<file path="src/rtl/pps_val_pkg.sv">
package pps_val_pkg;
  typedef enum logic [1:0] {
    LK_NONE   = 2'd0,
    LK_ONE    = 2'd1,
    LK_LOCKED = 2'd2
  } lock_e;
endpackage

</file>
<file path="src/rtl/pps_edge_sync.sv">
module pps_edge_sync #(
  parameter int STAGES = 2
) (
  input  logic clk_i,
  input  logic rst_ni,
  input  logic d_i,
  output logic level_o,
  output logic rise_o,
  output logic fall_o
);
  // STAGES synchronizer flops plus one history flop for edge detection
  logic [STAGES:0] sh_q;

  always_ff @(posedge clk_i or negedge rst_ni) begin
    if (!rst_ni) sh_q <= '0;
    else         sh_q <= {sh_q[STAGES-1:0], d_i};
  end

  assign level_o = sh_q[STAGES-1];
  assign rise_o  = sh_q[STAGES-1] & ~sh_q[STAGES];
  assign fall_o  = ~sh_q[STAGES-1] & sh_q[STAGES];
endmodule

</file>
<file path="src/rtl/pps_meter.sv">
module pps_meter #(
  parameter int W = 32
) (
  input  logic         clk_i,
  input  logic         rst_ni,
  input  logic         level_i,
  input  logic         rise_i,
  input  logic         fall_i,
  output logic         armed_o,
  output logic [W-1:0] per_run_o,
  output logic [W-1:0] period_o,
  output logic         period_done_o,
  output logic [W-1:0] high_o,
  output logic         high_done_o
);
  localparam logic [W-1:0] MAXV = '1;

  logic [W-1:0] hi_run_q;
  logic         hi_on_q;

  function automatic logic [W-1:0] sat_inc(input logic [W-1:0] x);
    return (x == MAXV) ? x : x + 1'b1;
  endfunction

  always_ff @(posedge clk_i or negedge rst_ni) begin
    if (!rst_ni) begin
      armed_o       <= 1'b0;
      per_run_o     <= '0;
      period_o      <= '0;
      period_done_o <= 1'b0;
      hi_run_q      <= '0;
      hi_on_q       <= 1'b0;
      high_o        <= '0;
      high_done_o   <= 1'b0;
    end else begin
      period_done_o <= 1'b0;
      high_done_o   <= 1'b0;
      if (rise_i) begin
        armed_o   <= 1'b1;
        per_run_o <= {{(W-1){1'b0}}, 1'b1};
        hi_run_q  <= {{(W-1){1'b0}}, 1'b1};
        hi_on_q   <= 1'b1;
        if (armed_o) begin
          period_o      <= per_run_o;
          period_done_o <= 1'b1;
        end
      end else begin
        if (armed_o)            per_run_o <= sat_inc(per_run_o);
        if (hi_on_q && level_i) hi_run_q  <= sat_inc(hi_run_q);
      end
      if (fall_i && hi_on_q) begin
        high_o      <= hi_run_q;
        high_done_o <= 1'b1;
        hi_on_q     <= 1'b0;
      end
    end
  end
endmodule

</file>
<file path="src/rtl/pps_judge.sv">
module pps_judge
  import pps_val_pkg::*;
#(
  parameter int W = 32
) (
  input  logic         clk_i,
  input  logic         rst_ni,
  input  logic         period_done_i,
  input  logic [W-1:0] period_i,
  input  logic         armed_i,
  input  logic [W-1:0] per_run_i,
  input  logic [W-1:0] lim_lo_i,
  input  logic [W-1:0] lim_hi_i,
  output logic         valid_o,
  output logic         fail_o
);
  lock_e st_q;
  logic  in_rng, tout;

  assign in_rng = (period_i >= lim_lo_i) && (period_i <= lim_hi_i);
  // late edge: declare failure before the edge shows up
  assign tout   = armed_i && (per_run_i > lim_hi_i);

  always_ff @(posedge clk_i or negedge rst_ni) begin
    if (!rst_ni) begin
      st_q   <= LK_NONE;
      fail_o <= 1'b0;
    end else if (period_done_i) begin
      if (in_rng) begin
        fail_o <= 1'b0;
        st_q   <= (st_q == LK_NONE) ? LK_ONE : LK_LOCKED;
      end else begin
        fail_o <= 1'b1;
        st_q   <= LK_NONE;
      end
    end else if (tout) begin
      fail_o <= 1'b1;
      st_q   <= LK_NONE;
    end
  end

  assign valid_o = (st_q == LK_LOCKED);
endmodule

</file>
<file path="src/rtl/pps_validator.sv">
module pps_validator #(
  parameter int CNT_W       = 32,
  parameter int SYNC_STAGES = 2
) (
  input  logic             clk_i,
  input  logic             rst_ni,
  input  logic             pps_i,
  input  logic [CNT_W-1:0] lim_lo_i,
  input  logic [CNT_W-1:0] lim_hi_i,
  output logic [CNT_W-1:0] high_cnt_o,
  output logic             high_done_o,
  output logic [CNT_W-1:0] period_cnt_o,
  output logic             period_done_o,
  output logic             valid_o,
  output logic             fail_o
);
  logic             level, rise, fall, armed;
  logic [CNT_W-1:0] per_run;

  pps_edge_sync #(.STAGES(SYNC_STAGES)) u_sync (
    .clk_i   (clk_i),
    .rst_ni  (rst_ni),
    .d_i     (pps_i),
    .level_o (level),
    .rise_o  (rise),
    .fall_o  (fall)
  );

  pps_meter #(.W(CNT_W)) u_meter (
    .clk_i         (clk_i),
    .rst_ni        (rst_ni),
    .level_i       (level),
    .rise_i        (rise),
    .fall_i        (fall),
    .armed_o       (armed),
    .per_run_o     (per_run),
    .period_o      (period_cnt_o),
    .period_done_o (period_done_o),
    .high_o        (high_cnt_o),
    .high_done_o   (high_done_o)
  );

  pps_judge #(.W(CNT_W)) u_judge (
    .clk_i         (clk_i),
    .rst_ni        (rst_ni),
    .period_done_i (period_done_o),
    .period_i      (period_cnt_o),
    .armed_i       (armed),
    .per_run_i     (per_run),
    .lim_lo_i      (lim_lo_i),
    .lim_hi_i      (lim_hi_i),
    .valid_o       (valid_o),
    .fail_o        (fail_o)
  );
endmodule

</file>
<file path="config.mk">
export PLATFORM = sky130hd
export DESIGN_NAME = pps_validator
export DESIGN_NICKNAME = d
export VERILOG_FILES = /design/src/rtl/pps_val_pkg.sv /design/src/rtl/pps_edge_sync.sv /design/src/rtl/pps_meter.sv /design/src/rtl/pps_judge.sv /design/src/rtl/pps_validator.sv
export SDC_FILE = /design/constraint.sdc
export NUM_CORES = 1
export LEC_CHECK = 0
export BUFFER_PORTS_ARGS = -buffer_cell sky130_fd_sc_hd__buf_2
export CORE_ASPECT_RATIO = 1.25
export CORE_UTILIZATION = 55
export DETAILED_ROUTE_END_ITERATION = 8
export GPL_ROUTABILITY_DRIVEN = 0
export PLACE_DENSITY_LB_ADDON = 0.2
export SYNTH_ARGS = -nofsm -noshare
export SYNTH_HDL_FRONTEND = slang
export SYNTH_SLANG_ARGS = --single-unit
</file>
<file path="constraint.sdc">
create_clock -name clk_i -period 7.6 [get_ports clk_i]
set_clock_uncertainty 0.2 [all_clocks]
set_input_delay 0.38 -clock clk_i [delete_from_list [all_inputs] [get_ports clk_i]]
set_output_delay 0.38 -clock clk_i [all_outputs]
set_load 0.005 [all_outputs]
</file>
* After elaboration in Yosys (flattened, before gate mapping)
Index checks and enable logic that the tools add are counted.
Cells by class: muxes and demuxes 18, eq/ne operators 5, add/sub/neg operators 2, $lt $le $gt $ge 3, reduce and logical (&&, ||, !) cells 12, bitwise operators 4
Operator list (number):
- 32-bit 2-to-1 mux | 6
- 32-bit by 1-bit adder with 32-bit output (second input constant) | 2
- 32-bit equality test (second input constant) | 2
- 32-bit greater-or-equal comparator | 1
- 32-bit > comparator | 1
- 32-bit less-or-equal comparator | 1
- 1-bit 2-to-1 mux | 8
- 2-bit 2-to-1 mux | 4
- 2-bit nonzero test | 4
- 2-bit AND reduction | 3
- 1-bit logical AND | 4
- 2-bit != test (second input constant) | 2
- 1-bit bitwise AND | 2
- 2-bit equality test (second input constant) | 1
- 2-bit zero test | 1
- 1-bit NOT | 2
Storage, ports and cells: logic and storage cells 55, register bits after elaboration 138, input bits 67

* Logic depth before layout (Yosys ltp)
depth in word-level cells 4, mapped depth 10

* Hierarchy
A second synthesis with hierarchy kept.
Unflattened totals: cell total of the unflattened synthesis 882, area total of the unflattened synthesis 8572.0 µm²
By module, submodules not included:
- pps_meter | times used 1, cells an instance 550, area each 6029.5 µm²
- pps_judge | times used 1, cells an instance 327, area each 2452.4 µm²
- pps_edge_sync | times used 1, cells an instance 5, area each 90.1 µm²

* Worst setup path after synthesis
Ideal clock, no wire load.
kind input-to-reg, start in lim_hi_i[25], end reg u_judge.fail_o, library setup time 0.119 ns, required time 7.281 ns, data arrival time 2.185 ns, stages 9, path slack 5.096 ns, path through inv_1 > ha_1 > a21o_1 > a221o_1 > a221oi_1 > o21ai_0 > and2_1 > a311o_1 > o21a_1
Between the ends: longest elaborated chain between the ends 4, elaborated cells on any way between the ends 7
RTL lines:
- start: declaration | line pps_validator.sv:9 | input logic [CNT_W-1:0] lim_hi_i,
- 32-bit less-or-equal comparator | line pps_judge.sv:20 | assign in_rng = (period_i >= lim_lo_i) && (period_i <= lim_hi_i);
- 1-bit logical AND | line pps_judge.sv:20
- 1-bit 2-to-1 mux | line pps_judge.sv:29 | if (in_rng) begin
- 1-bit 2-to-1 mux | line pps_judge.sv:28 | end else if (period_done_i) begin
- end signal: assignment | line pps_judge.sv:27 | fail_o <= 1'b0;
- end signal: assignment | line pps_judge.sv:30 | fail_o <= 1'b0;
- end signal: assignment | line pps_judge.sv:33 | fail_o <= 1'b1;
- end: declaration | line pps_judge.sv:15 | output logic fail_o
Parallel ways exist; a longest one is shown, timed or not. A chain may end at the register's enable or synchronous reset.

* Final worst setup path
start reg u_meter.per_run_o[27], end reg u_judge.st_q[1]
Between the ends: longest elaborated chain between the ends 3
RTL lines:
- start: declaration | line pps_meter.sv:10 | output logic [W-1:0] per_run_o,
- start signal: assignment | line pps_meter.sv:40 | per_run_o <= {{(W-1){1'b0}}, 1'b1};
- start signal: assignment | line pps_meter.sv:48 | if (armed_o) per_run_o <= sat_inc(per_run_o);
- 32-bit > comparator | line pps_judge.sv:22 | assign tout = armed_i && (per_run_i > lim_hi_i);
- 1-bit logical AND | line pps_judge.sv:22
- 2-bit nonzero test (no line)
- end signal: assignment | line pps_judge.sv:31 | st_q <= (st_q == LK_NONE) ? LK_ONE : LK_LOCKED;
- end: declaration | line pps_judge.sv:17 | lock_e st_q;
No other way between the ends.

==> impl_metrics.csv <==
group,metric,value,unit
status,status,"complete, but fails checks",
status,violations,"DRC",
floorplanning,dieWidth,112,microns
detailed_routing,vias,6586,
worst_setup_path,r2r-end,"u_judge.st_q[1]$_DFFE_PN0P_",
cts,cts_made_buffers,17,
cells_and_area,multi_input_area,0.00443,sq mm
worst_hold_path,min_to,"u_sync.sh_q[1]$_DFF_PN0_",
cells_and_area,antenna_cells,0,
worst_setup_path,reg2regPathDepth,8,
synthesis,yosys-top-cells-area,"dfrtp_1, ha_1, nand2_1",
cells_and_area,final_layout_size_suffix_gt1_frac,0.201,
detailed_routing,drtIter0Drc,316,
synthesis,syn-instance-count,879,
power,p_leak,5.38,nW
worst_hold_path,min-delay-start,"u_sync.sh_q[0]$_DFF_PN0_",
synthesis,syn-cell-area,0.00825,sq mm
timing,drv_slew,0,
timing,worst_pin_slew,1.00,ns
power,total_power,1.86,mW
detailed_routing,wire_per_inst,14.9,microns
floorplanning,die_h,139,microns
synthesis,synth_edf_count,0,
synthesis,async_reset_ff_frac,1.00,
worst_setup_path,rr_startpoint,"u_meter.per_run_o[27]$_DFFE_PN0P_",
floorplanning,dieArea,0.0155,sq mm
cts,cts_max_level,4,
cts,cts-root-buf,"clkbuf_16",
worst_setup_path,critPathKind,"reg -> reg",
detailed_routing,antenna_left,0,
worst_setup_path,critical_path.startpoint_type,"flip-flop",
cts,cts_tree,"done",
flow_run,cap_violations,0,
power,peakVddDrop,0.167,mV
synthesis,ys_warn_count,0,
cts,clk_pin_slew,0.06,ns
synthesis,yosys.cell_types.count,55,
place,placed_area,0.00910,sq mm
cells_and_area,syn_to_final_growth,17.8,%
worst_setup_path,arrival,2.96,ns
timing,final-hold-violation-count,0,
global_route,antenna_found_initial,0,
synthesis,yosysSeqAreaShare,0.419,
cells_and_area,fin_nets,1181,
worst_setup_path,cp_max_fo,7,
cts,clk_latency,0.42,ns
global_route,grt_pass1_wl,30900,microns
worst_setup_path,worstSetupEndpointType,"flip-flop",
worst_setup_path,regToRegSetupSlack,4.77,ns
global_route,grt_usage,0.251,
floorplanning,rows,49,
global_route,overflow,0,
timing,setup_violations,0,
worst_hold_path,worst_hold_path.num_cells,0,
floorplanning,initial_utilization,0.568,
worst_hold_path,min_path_type,"reg -> reg",
cts,cts_sinks,138,
place,hpwl,13200,microns
timing,finalCriticalPeriod,2.83,ns
place,portBuffers,134,
cts,cts.path.max_buffers,2,
synthesis,ys_ff_latch,138,
synthesis,synth_top_area_cell,"dfrtp_1",
timing,rsz0062_at_grt,"no",
power,power_density,191,mW/mm^2
floorplanning,core_area,0.0145,sq mm
detailed_routing,firstDrtPassIters,6,
timing,hold_slack,0.153,ns
worst_setup_path,cp.required,7.73,ns
cts,post_cts_buffers,0,
global_route,grt_pass1_vias,6395,
detailed_routing,viasPerCell,5.46,
cells_and_area,fin_area,0.00972,sq mm
detailed_routing,drc,6,
synthesis,synth_ff_type,"dfrtp_1",
global_route,grt_max_degree,74,
timing,slew_headroom,0.330,
detailed_routing,routed_wl,18000,microns
synthesis,syn-num-nets,1044,
timing,max_freq,0.354,GHz
synthesis,synth.avg_cell_area,9.38,sq um
cells_and_area,regArea,0.00345,sq mm
timing,post-route-period-util,0.372,
cells_and_area,fill_cells,1224,
floorplanning,num_io_pins,135,
synthesis,synth_top_area_share,0.419,
timing,tns,0,ns
-- routing by layer --
layer,part of all wire,GRT usage,vias to the layer above
li1,-,-,3298
met1,0.43,0.305,3157
met2,0.53,0.441,100
met3,0.025,0.0411,31
met4,0.021,0.105,0
met5,0,0,-
-- flip-flops by register name, indices dropped and copies added, names as in the netlist --
signal	flops
u_sync.sh_q	3
u_meter.hi_on_q	1
u_meter.high_o	32
u_meter.period_done_o	1
u_meter.period_o	32
u_meter.high_done_o	1
u_meter.per_run_o	32
u_judge.st_q	2
u_meter.armed_o	1
u_meter.hi_run_q	32
u_judge.fail_o	1
-- kinds of logic (layout without fill, tap and decap cells) --
family                   after synthesis  after routing  share of synthesized area
AO/OA/AOI/OAI                        111            111                     0.0850
adder cells (fa/ha/maj)               99             99                      0.150
buffers and inverters                100            250                     0.0457
XOR/XNOR                              57             57                     0.0605
flip-flops                           138            138                      0.419
AND/OR/NAND/NOR                      347            347                      0.204
multiplexers                          27             27                     0.0366
-- power breakdown --
part	switching, mW	internal, mW
logic	0.122	0.0960
registers	0.0415	0.767
clock network	0.327	0.503
total	0.490	1.37
-- area by class of cell --
cell class | count | share of cell area
repair buffers | 140 | 0.0748
multi-input cells | 641 | 0.455
clock inverters | 12 | 0.0143
inverters | 78 | 0.0301
clock buffers | 20 | 0.0470
well taps | 178 | 0.0229
flip-flops and latches | 138 | 0.355
-- layout by cell type, fill, tap and decap left out, types with 3 or more instances in the layout --
cell type | synthesis | final
a211oi_1 | 3 | 3
a21o_1 | 13 | 13
a21oi_1 | 41 | 41
a221oi_1 | 4 | 4
and2_1 | 9 | 9
and3_1 | 12 | 12
and4_1 | 18 | 18
buf_2 | 1 | 133
buf_4 | 0 | 4
clkbuf_16 | 0 | 17
clkinvlp_4 | 0 | 4
dfrtp_1 | 138 | 138
ha_1 | 98 | 98
inv_1 | 78 | 78
inv_6 | 0 | 3
mux2_2 | 25 | 25
nand2_1 | 146 | 146
nand3_1 | 33 | 33
nand4_1 | 22 | 22
nor2_1 | 69 | 69
nor2b_1 | 5 | 4
nor3_1 | 8 | 8
nor4_1 | 4 | 4
o211ai_1 | 4 | 4
o21ai_0 | 26 | 26
or3_1 | 8 | 8
xnor2_1 | 27 | 27
xor2_1 | 30 | 30
-- metrics by stage --
step / setup WS (ns) / util / instances
after floorplan: 5.10 / - / 879
after global placement: 4.81 / 0.626 / 1173
after detailed placement: 4.75 / 0.626 / 1173
after CTS: 4.76 / 0.669 / 1207
after global routing: 4.64 / 0.669 / 1207
final: 4.77 / 0.669 / 1207
-- worst max path at each step --
stage / startpoint / end / slack, ns / cells past startpoint
after global routing: u_meter.per_run_o[27]$_DFFE_PN0P_ / u_judge.st_q[1]$_DFFE_PN0P_ / 4.64 / 8
after detailed placement: lim_hi_i[25] / u_judge.fail_o$_DFFE_PN0P_ / 4.75 / 10
after global placement: lim_hi_i[25] / u_judge.fail_o$_DFFE_PN0P_ / 4.81 / 10
after floorplan: lim_hi_i[25] / u_judge.fail_o$_DFFE_PN0P_ / 5.10 / 9
after CTS: u_meter.per_run_o[27]$_DFFE_PN0P_ / u_judge.fail_o$_DFFE_PN0P_ / 4.76 / 8
final: u_meter.per_run_o[27]$_DFFE_PN0P_ / u_judge.st_q[1]$_DFFE_PN0P_ / 4.77 / 8
-- Yosys cell counts (all sizes together) (20+ instances only) --
master / n
nand2: 146
dfrtp: 138
ha: 98
inv: 78
nor2: 69
a21oi: 42
nand3: 34
xor2: 30
xnor2: 27
o21ai: 26
mux2: 25
nand4: 23
clkbuf: 20
-- repair_timing --
item                                   in CTS  in global routing
endpoints found under the hold margin      66                  0
gates resized for setup                     0                  0
hold buffers                                2                  0
-- worst max-delay path: stages, from the launching register on --
cell	delay, ns
dfrtp_1	0.45
ha_1	0.33
and2_0	0.19
a221o_1	0.31
a221oi_1	0.39
o21ai_0	0.14
and2_1	0.17
a311o_1	0.36
a22oi_1	0.20
(Power assumes the default switching activity.)
